--- src/rtl/bfrag_pkg.sv ---
package bfrag_pkg;
  typedef enum logic [1:0] {
    FR_IDLE = 2'd0,
    FR_XFER = 2'd1,
    FR_DONE = 2'd2
  } fr_state_e;
endpackage

--- src/rtl/bfrag_size.sv ---
module bfrag_size #(
  parameter int LEN_W   = 20,
  parameter int BURST_W = 12
) (
  input  logic [LEN_W-1:0]   remain,
  input  logic [BURST_W-1:0] max_bytes,
  output logic [BURST_W-1:0] bytes,
  output logic               is_last
);
  localparam int PAD_W = LEN_W - BURST_W;

  logic [LEN_W-1:0] max_ext;

  assign max_ext = {{PAD_W{1'b0}}, max_bytes};

  always_comb begin
    if (remain <= max_ext) begin
      bytes   = remain[BURST_W-1:0];
      is_last = 1'b1;
    end else begin
      bytes   = max_bytes;
      is_last = 1'b0;
    end
  end
endmodule

--- src/rtl/bfrag_pacer.sv ---
module bfrag_pacer #(
  parameter int RUN_W = 6,
  parameter int GAP_W = 6
) (
  input  logic             clk,
  input  logic             rst_n,
  input  logic             clear,
  input  logic             fire,
  input  logic             last,
  input  logic [RUN_W-1:0] run_lim,
  input  logic [GAP_W-1:0] gap_len,
  output logic             yield_now,
  output logic             gap_busy
);
  localparam logic [RUN_W-1:0] RUN_ONE = RUN_W'(1);
  localparam logic [GAP_W-1:0] GAP_ONE = GAP_W'(1);

  logic [RUN_W-1:0] run_cnt;
  logic [GAP_W-1:0] gap_cnt;

  assign yield_now = fire && !last && (run_cnt == run_lim - RUN_ONE);
  assign gap_busy  = (gap_cnt != '0);

  always_ff @(posedge clk or negedge rst_n) begin
    if (!rst_n) begin
      run_cnt <= '0;
      gap_cnt <= '0;
    end else if (clear) begin
      run_cnt <= '0;
      gap_cnt <= '0;
    end else begin
      if (yield_now)
        run_cnt <= '0;
      else if (fire)
        run_cnt <= run_cnt + RUN_ONE;

      if (yield_now)
        gap_cnt <= gap_len;
      else if (gap_busy)
        gap_cnt <= gap_cnt - GAP_ONE;
    end
  end


  run_in_range_chk: assert property (@(posedge clk) disable iff (!rst_n)
    (!clear) |-> (run_cnt < run_lim));


  gap_follows_run_chk: assert property (@(posedge clk) disable iff (!rst_n)
    (yield_now && !clear) |=> (gap_busy && !fire));
endmodule

--- src/rtl/burst_fragmenter.sv ---
module burst_fragmenter #(
  parameter int ADDR_W  = 32,
  parameter int LEN_W   = 20,
  parameter int BURST_W = 12,
  parameter int RUN_W   = 6,
  parameter int GAP_W   = 6
) (
  input  logic               clk,
  input  logic               rst_n,
  input  logic               start,
  input  logic [ADDR_W-1:0]  start_addr,
  input  logic [LEN_W-1:0]   start_len,
  input  logic [BURST_W-1:0] cfg_max_burst,
  input  logic [RUN_W-1:0]   cfg_max_run,
  input  logic [GAP_W-1:0]   cfg_yield_cycles,
  output logic               cmd_valid,
  input  logic               cmd_ready,
  output logic [ADDR_W-1:0]  cmd_addr,
  output logic [BURST_W-1:0] cmd_bytes,
  output logic               busy,
  output logic               done
);
  import bfrag_pkg::*;

  localparam logic [BURST_W-1:0] BURST_ONE = BURST_W'(1);
  localparam logic [RUN_W-1:0]   RUN_ONE   = RUN_W'(1);
  localparam logic [GAP_W-1:0]   GAP_ONE   = GAP_W'(1);

  fr_state_e          st;
  logic [ADDR_W-1:0]  addr_q;
  logic [LEN_W-1:0]   rem_q;
  logic [BURST_W-1:0] mb_q;
  logic [RUN_W-1:0]   mr_q;
  logic [GAP_W-1:0]   gap_q;

  logic [BURST_W-1:0] next_bytes;
  logic               next_last;
  logic               fire;
  logic               yield_now;
  logic               gap_busy;
  logic               accept;

  bfrag_size #(.LEN_W(LEN_W), .BURST_W(BURST_W)) u_size (
    .remain   (rem_q),
    .max_bytes(mb_q),
    .bytes    (next_bytes),
    .is_last  (next_last)
  );

  bfrag_pacer #(.RUN_W(RUN_W), .GAP_W(GAP_W)) u_pacer (
    .clk      (clk),
    .rst_n    (rst_n),
    .clear    (st != FR_XFER),
    .fire     (fire),
    .last     (next_last),
    .run_lim  (mr_q),
    .gap_len  (gap_q),
    .yield_now(yield_now),
    .gap_busy (gap_busy)
  );

  assign cmd_valid = (st == FR_XFER) && !gap_busy;
  assign cmd_addr  = addr_q;
  assign cmd_bytes = next_bytes;
  assign fire      = cmd_valid && cmd_ready;
  assign busy      = (st != FR_IDLE);
  assign done      = (st == FR_DONE);
  assign accept    = (st == FR_IDLE) && start;

  always_ff @(posedge clk or negedge rst_n) begin
    if (!rst_n) begin
      st     <= FR_IDLE;
      addr_q <= '0;
      rem_q  <= '0;
      mb_q   <= BURST_ONE;
      mr_q   <= RUN_ONE;
      gap_q  <= GAP_ONE;
    end else begin
      case (st)
        FR_IDLE: if (accept) begin
          addr_q <= start_addr;
          rem_q  <= start_len;
          mb_q   <= (cfg_max_burst == '0)    ? BURST_ONE : cfg_max_burst;
          mr_q   <= (cfg_max_run == '0)      ? RUN_ONE   : cfg_max_run;
          gap_q  <= (cfg_yield_cycles == '0) ? GAP_ONE   : cfg_yield_cycles;
          st     <= (start_len == '0) ? FR_DONE : FR_XFER;
        end
        FR_XFER: if (fire) begin
          addr_q <= addr_q + ADDR_W'(next_bytes);
          rem_q  <= rem_q - LEN_W'(next_bytes);
          if (next_last) st <= FR_DONE;
        end
        default: st <= FR_IDLE;
      endcase
    end
  end


  burst_size_chk: assert property (@(posedge clk) disable iff (!rst_n)
    cmd_valid |-> (cmd_bytes != '0) && (cmd_bytes <= mb_q));


  addr_step_chk: assert property (@(posedge clk) disable iff (!rst_n)
    fire |=> (cmd_addr == $past(cmd_addr) + ADDR_W'($past(cmd_bytes))));


  done_pulse_chk: assert property (@(posedge clk) disable iff (!rst_n)
    done |=> !done);


  done_quiet_chk: assert property (@(posedge clk) disable iff (!rst_n)
    done |-> !cmd_valid);


  zero_len_chk: assert property (@(posedge clk) disable iff (!rst_n)
    (start && !busy && start_len == '0) |=> (done && !cmd_valid));


  hold_cmd_chk: assert property (@(posedge clk) disable iff (!rst_n)
    (cmd_valid && !cmd_ready) |=> (cmd_valid && $stable(cmd_addr) && $stable(cmd_bytes)));


  start_ignored_chk: assert property (@(posedge clk) disable iff (!rst_n)
    (busy && !done) |=> busy);
endmodule

--- config.mk ---
export PLATFORM = sky130hd
export DESIGN_NAME = burst_fragmenter
export DESIGN_NICKNAME = d
export VERILOG_FILES = /design/src/rtl/bfrag_pkg.sv /design/src/rtl/bfrag_size.sv /design/src/rtl/bfrag_pacer.sv /design/src/rtl/burst_fragmenter.sv
export SDC_FILE = /design/constraint.sdc
export NUM_CORES = 1
export LEC_CHECK = 0
export BUFFER_PORTS_ARGS = -buffer_cell sky130_fd_sc_hd__buf_2
export CAP_MARGIN = 20
export CORE_MARGIN = 2
export CORE_UTILIZATION = 25
export CTS_CLUSTER_DIAMETER = 200
export DETAILED_ROUTE_END_ITERATION = 16
export PLACE_DENSITY = 0.56
export SETUP_SLACK_MARGIN = 0.1
export SYNTH_ARGS = -nofsm -noshare
export SYNTH_HDL_FRONTEND = slang
export SYNTH_SLANG_ARGS = --single-unit
--- constraint.sdc ---
create_clock -name clk -period 3.9 [get_ports clk]
set_input_delay 0 -clock clk [delete_from_list [all_inputs] [get_ports clk]]
set_output_delay 0 -clock clk [all_outputs]
set_load 0.1 [all_outputs]
== Word level (Yosys, flattened, before mapping) ==
Cells that the tools add are included.

* Register bits: 90
* Input port bits: 80
* Output and inout bits: 47
* Word-level logic and storage cells: 63

* $add $sub $neg: 5
* Magnitude comparators: 1
* Eq/ne operators: 7
* Muxes and demuxes: 22
* Reduce and logical (&&, ||, !) cells: 20

{| class="wikitable"
|+ Operator list
! cell !! count
|-
| 32-bit 2-to-1 mux || 2
|-
| 32-bit one-hot mux with 2 select lines || 1
|-
| 6-bit 2-to-1 mux || 8
|-
| 20-bit 2-to-1 mux || 2
|-
| 20-bit one-hot mux with 2 select lines || 1
|-
| 32-bit by 12-bit adder with 32-bit output || 1
|-
| 12-bit 2-to-1 mux || 2
|-
| 20-bit by 12-bit <= comparator with 1-bit output || 1
|-
| 20-bit logical NOT || 1
|-
| 20-bit by 12-bit subtractor with 20-bit output || 1
|-
| 12-bit logical NOT || 1
|-
| 6-bit logical NOT || 2
|-
| 6-bit by 1-bit subtractor with 6-bit output, second input constant || 2
|-
| 2-bit 2-to-1 mux || 4
|-
| 6-bit by 1-bit adder with 6-bit output, second input constant || 1
|-
| 6-bit equality test || 1
|-
| 2-bit by 1-bit != test with 1-bit output, second input constant || 3
|-
| 3-bit AND reduction || 2
|-
| 3-bit nonzero test || 2
|-
| 6-bit nonzero test || 1
|-
| 1-bit logical AND || 5
|-
| 2-bit one-hot mux with 2 select lines || 1
|-
| 2-bit nonzero test || 2
|-
| 2-bit by 1-bit equality test with 1-bit output, second input constant || 1
|-
| 6 further kinds || 7
|}

== Longest topological paths before layout ==
* Word-level depth: 8
* Depth in mapped cells: 19
* Depth with buffers taken out: 18

== Modules after synthesis ==
A second synthesis with hierarchy kept.

* Cells, all modules: 747
* Area, all modules: 6414.9 um2

{| class="wikitable"
|+ Modules (own cells, without submodules)
! module !! times used !! cells an instance !! area each (um2) !! seq. area each (um2)
|-
| burst_fragmenter || 1 || 594 || 4968.5 || 1955.6
|-
| bfrag_pacer || 1 || 96 || 910.9 || 300.3
|-
| bfrag_size || 1 || 57 || 535.5 || 0.0
|}

== Least setup slack after synthesis ==
Ideal clock, no wire load.

* Path type: flip-flop to flip-flop
* Start: reg rem_q[10]
* End: reg addr_q[14], in the netlist cmd_addr[14]
* Library setup time: 0.087 ns
* Data arrival time: 6.037 ns
* Data required time: 3.813 ns
* Slack: -2.224 ns
* Cell stages (with the launch flop): 18
* Path buffers: 1
* Period minus slack after synthesis: 6.124 ns
* Cells stage by stage: dfrtp_1 > ha_1 > a21oi_1 > nand2_1 > a211oi_2 > a31oi_2 > buf_2 > o21ai_0 > ha_1 > inv_1 > fa_1 > nor2b_1 > o21ai_0 > a21oi_1 > o2111ai_1 > a211oi_1 > a311oi_1 > nor3_1

* Word-level cells in the longest chain between the ends: 5

{| class="wikitable"
|+ Ends and longest elaborated chain
! what !! RTL line !! text
|-
| from (decl) || burst_fragmenter.sv:31 || <nowiki>logic [LEN_W-1:0] rem_q;</nowiki>
|-
| from (signal assigned) || burst_fragmenter.sv:82 || <nowiki>rem_q <= start_len;</nowiki>
|-
| from (signal assigned) || burst_fragmenter.sv:90 || <nowiki>rem_q <= rem_q - LEN_W'(next_bytes);</nowiki>
|-
| 20-bit by 12-bit <= comparator with 1-bit output || bfrag_size.sv:17 || <nowiki>if (remain <= max_ext) begin</nowiki>
|-
| 12-bit 2-to-1 mux || bfrag_size.sv:17 ||
|-
| net cmd_bytes[0] || burst_fragmenter.sv:19 || <nowiki>output logic [BURST_W-1:0] cmd_bytes,</nowiki>
|-
| 32-bit by 12-bit adder with 32-bit output || burst_fragmenter.sv:89 || <nowiki>addr_q <= addr_q + ADDR_W'(next_bytes);</nowiki>
|-
| 32-bit 2-to-1 mux || burst_fragmenter.sv:88 || <nowiki>FR_XFER: if (fire) begin</nowiki>
|-
| 32-bit one-hot mux with 2 select lines || burst_fragmenter.sv:79 || <nowiki>case (st)</nowiki>
|-
| to (signal assigned) || burst_fragmenter.sv:81 || <nowiki>addr_q <= start_addr;</nowiki>
|-
| to (signal assigned) || burst_fragmenter.sv:89 ||
|-
| to (decl) || burst_fragmenter.sv:30 || <nowiki>logic [ADDR_W-1:0] addr_q;</nowiki>
|}

The timed path passes the listed nets, and every way through them passes these cells. The select of a mux whose other input is x is not followed.
A chain may end at the register's enable or synchronous reset.

== Worst setup path after layout ==
* Start: reg rem_q[7]
* End: reg addr_q[16], in the netlist cmd_addr[16]

* Word-level cells in the longest chain between the ends: 5

{| class="wikitable"
|+ Ends and longest elaborated chain
! what !! RTL line
|-
| 20-bit by 12-bit <= comparator with 1-bit output || bfrag_size.sv:17
|-
| 12-bit 2-to-1 mux (*) || bfrag_size.sv:17
|-
| 32-bit by 12-bit adder with 32-bit output (*) || burst_fragmenter.sv:89
|-
| 32-bit 2-to-1 mux (*) || burst_fragmenter.sv:88
|-
| 32-bit one-hot mux with 2 select lines (*) || burst_fragmenter.sv:79
|}

Mark *: on every way between the ends. The rest lies on a longest branch, timed or not. The select of a mux whose other input is x is not followed.

==> impl_metrics.ini <==
[outcome]
outcome = complete, but fails checks
violations = negative setup slack

[run]
max_cap_violations = 0

[yosys]
synth.largest_area_cell = dfrtp_1
syn-num-nets = 873
synth_top_family_by_area = compound AO/OA/AOI/OAI gates
synthArstFlopShare_pct = 100
ys_seq_area_share_pct = 35.1
synth_edf_count = 0
synth_adder_area_share_pct = 8.22
syn-mean-instance-area_um2 = 8.54
ys_warn_count = 0
syn_inst = 752
ys_types = 72
synth-compound-area-share_pct = 24.7
syn_area_mm2 = 0.00642
synth-xor-area-share_pct = 2.86
ys.flop_type = dfrtp_1
synthTopCellsByArea = dfrtp_1 (34%), ha_1 (7.6%), nand2_1 (5.4%), a21oi_1 (4.4%), o21ai_0 (4.1%)
muxShareOfSynthArea_pct = 2.71
synth_top_area_share_pct = 33.9
yosys.area_share.simple_pct = 22.0
ys_seq_elements = 90

[clock_network]
clock-sinks = 90
cts_root_buf = clkbuf_16
clock_path_buffers = 2
numCtsBuffers = 9
cts_tree = done
clk-insertion-delay-late_ns = 0.36
cts_max_level = 3
clk_pin_slew_worst_paths_ns = 0.07

[timing]
setup_viol = 1
fin_skew_ns = 0.0103
post-route-period-util_pct = 101
rsz0062_at_grt = yes
hold_viol = 0
fmax_ghz = 0.255
tightest_slew_ns = 0.871
layout_setup_ws_ns = -0.0208
report.final.slew_viol_count = 0
finalCriticalPeriod_ns = 3.92
slew_headroom_pct = 41.9

[cells_and_area]
drive_above_1_share_pct = 36.2
final_cell_mix = buf_2 (125), nand2_1 (91), dfrtp_1 (87)
design_area_mm2 = 0.00959
finalCoreUtilization_pct = 38.1
diodes = 0
final_common_cell = buf_2
area_delta_synth_final_pct = 49.3
layout.nets = 1125

[routing]
detailroute.via_count = 6623
routedWlPerCell_um = 16.9
ant_nets = 0
via_per_inst = 4.95
drt_iter0_markers = 337
drc = 0
wirelength_mm = 22.7
drt_pass1_iterations = 4

[floorplan]
placementRows = 58
initial_utilization_pct = 25.5
die_width_um = 164
dieArea_mm2 = 0.0270
die-height_um = 164
core-area_mm2 = 0.0252
num_io_pins = 127

[critical_path]
worstSetupEndpointType = register
r2r-end = cmd_addr[16]$_DFFE_PN0P_
rr_worst_depth = 18
cp_max_fo = 6
path_class = register to register
startpoint = rem_q[7]$_DFFE_PN0P_
crit_end = cmd_addr[16]$_DFFE_PN0P_
r2r_start = rem_q[7]$_DFFE_PN0P_
r2r_setup_slack_ns = -0.02
cp.required_ns = 4.15
crit_arrival_ns = 4.18
critPathLaunchType = register

[placed_design]
postPlaceCellArea_mm2 = 0.00791
port_buffers = 126
dp_hpwl_mm = 16.5
gp_congestion = 0.864

[grt]
antenna_found_initial = 0
grtUsageTotal_pct = 16.3
grt_pass1_wl_mm = 34.4
grt_max_degree = 62
gr-total-overflow = 0
first_global_vias = 6437

[pwr]
peakVddDrop_mv = 0.442
leakagePower_nw = 4.09
power.density_cell_area_mw_per_mm2 = 794

[min_path]
hold_class = primary input to register
cells in the mapped netlist, types with 4 or more instances:
cell type,n
xnor2_1,13
a311oi_1,7
and3_1,7
clkbuf_1,23
nand4_1,9
nor4_1,10
buf_2,4
a211oi_1,14
o31ai_1,5
nor2b_1,13
nor2_1,59
o211ai_1,6
mux2i_1,5
o21ai_0,52
or3_1,13
a21boi_0,5
and4_1,7
nand3_1,18
a21oi_1,56
o22ai_1,15
dfrtp_1,87
nand2b_1,11
a22oi_1,5
o221a_2,4
a21o_1,16
xor2_1,8
ha_1,39
nor3_1,14
a31oi_1,8
mux2_2,11
or2_2,4
o21a_1,4
nand2_1,93
inv_1,41
worst max-delay path, cell delays in order, from the launching register on:
cell	delay [ns]
dfrtp_1	0.43
ha_4	0.28
and4_1	0.20
nand4_1	0.12
a21o_1	0.22
a31oi_4	0.29
buf_12	0.17
nand2_4	0.05
o21ai_4	0.07
ha_4	0.16
inv_2	0.03
fa_2	0.38
nor2b_4	0.14
o21ai_2	0.07
a21oi_2	0.23
o2111a_2	0.31
o2111ai_2	0.14
or3_1	0.38
o221a_2	0.12
cells by family (layout without fill, tap and decap cells):
kind of cell,Yosys count,in the layout
AND/OR/NAND/NOR,279,279
AO/OA/AOI/OAI,233,233
flip-flops,90,90
buffers and inverters,72,329
adder cells (fa/ha/maj),41,41
XOR/XNOR,21,21
multiplexers,16,16
sequential cells by signal, summed over array words and instances, names as in the netlist:
signal	flops
cmd_addr	32
rem_q	20
mb_q	12
gap_q	6
mr_q	6
u_pacer.gap_cnt	6
u_pacer.run_cnt	6
st	2
through the flow:
stage / hold WS (ns) / setup WS, ns / TNS [ns] / instances / total power (W)
5_1_grt: 0.0157 / -0.127 / -0.577 / 1339 / 0.00814
4_1_cts: -0.0607 / 0.0462 / 0 / 1321 / 0.00698
3_3_place_gp: 0.162 / 0.00837 / 0 / 1238 / 0.00588
3_5_place_dp: 0.165 / -0.0634 / -0.129 / 1238 / 0.00593
2_1_floorplan: -0.296 / -0.200 / -1.30 / 752 / 0.00473
6_report: 0.00720 / -0.0208 / -0.0208 / 1339 / 0.00762
power breakdown:
part | internal (W) | switching [W]
sequential | 0.00127 | 0.000353
combinational | 0.00196 | 0.00315
clock | 0.000471 | 0.000409
total | 0.00370 | 0.00391
worst min path at each step:
| stage | from | cells after the start | slack, ns | to |
|---|---|---|---|---|
| final | start_len[13] | 3 | 0.007 | rem_q[13]$_DFFE_PN0P_ |
| after global routing | start_len[13] | 3 | 0.02 | rem_q[13]$_DFFE_PN0P_ |
| after CTS | start_addr[16] | 2 | -0.06 | cmd_addr[16]$_DFFE_PN0P_ |
| after detailed placement | rst_n | 1 | 0.16 | cmd_addr[2]$_DFFE_PN0P_ |
| after global placement | rst_n | 1 | 0.16 | cmd_addr[3]$_DFFE_PN0P_ |
| after floorplan | rst_n | 0 | -0.30 | cmd_addr[0]$_DFFE_PN0P_ |
layout make-up:
cell class / instances / area (µm²)
Clock buffer: 13 / 260
Inverter: 41 / 156
Clock inverter: 3 / 25.0
Multi-Input combinational cell: 590 / 4540
Timing Repair Buffer: 272 / 1930
Sequential cell: 90 / 2260
Tap cell: 330 / 413
Fill cell: 2489 / 15600
per-layer routing:
| layer | vias to the layer above | share of wire [%] | track usage (%) |
|---|---|---|---|
| li1 | 3274 | - | - |
| met1 | 3176 | 46 | 21.6 |
| met2 | 143 | 48 | 27.3 |
| met3 | 30 | 3.5 | 2.45 |
| met4 | 0 | 2.0 | 4.94 |
| met5 | - | 0 | 0 |
repair_timing:
| action | CTS | global route |
|---|---|---|
| setup endpoints to repair | 30 | 37 |
| pin swaps | 6 | 53 |
| hold endpoints to repair | 121 | 1 |
| gates resized for setup | 15 | 109 |
| gates cloned | 0 | 1 |
| setup buffers | 4 | 16 |
| hold buffers | 63 | 1 |
Note: power is estimated with default switching activity, not from simulation.
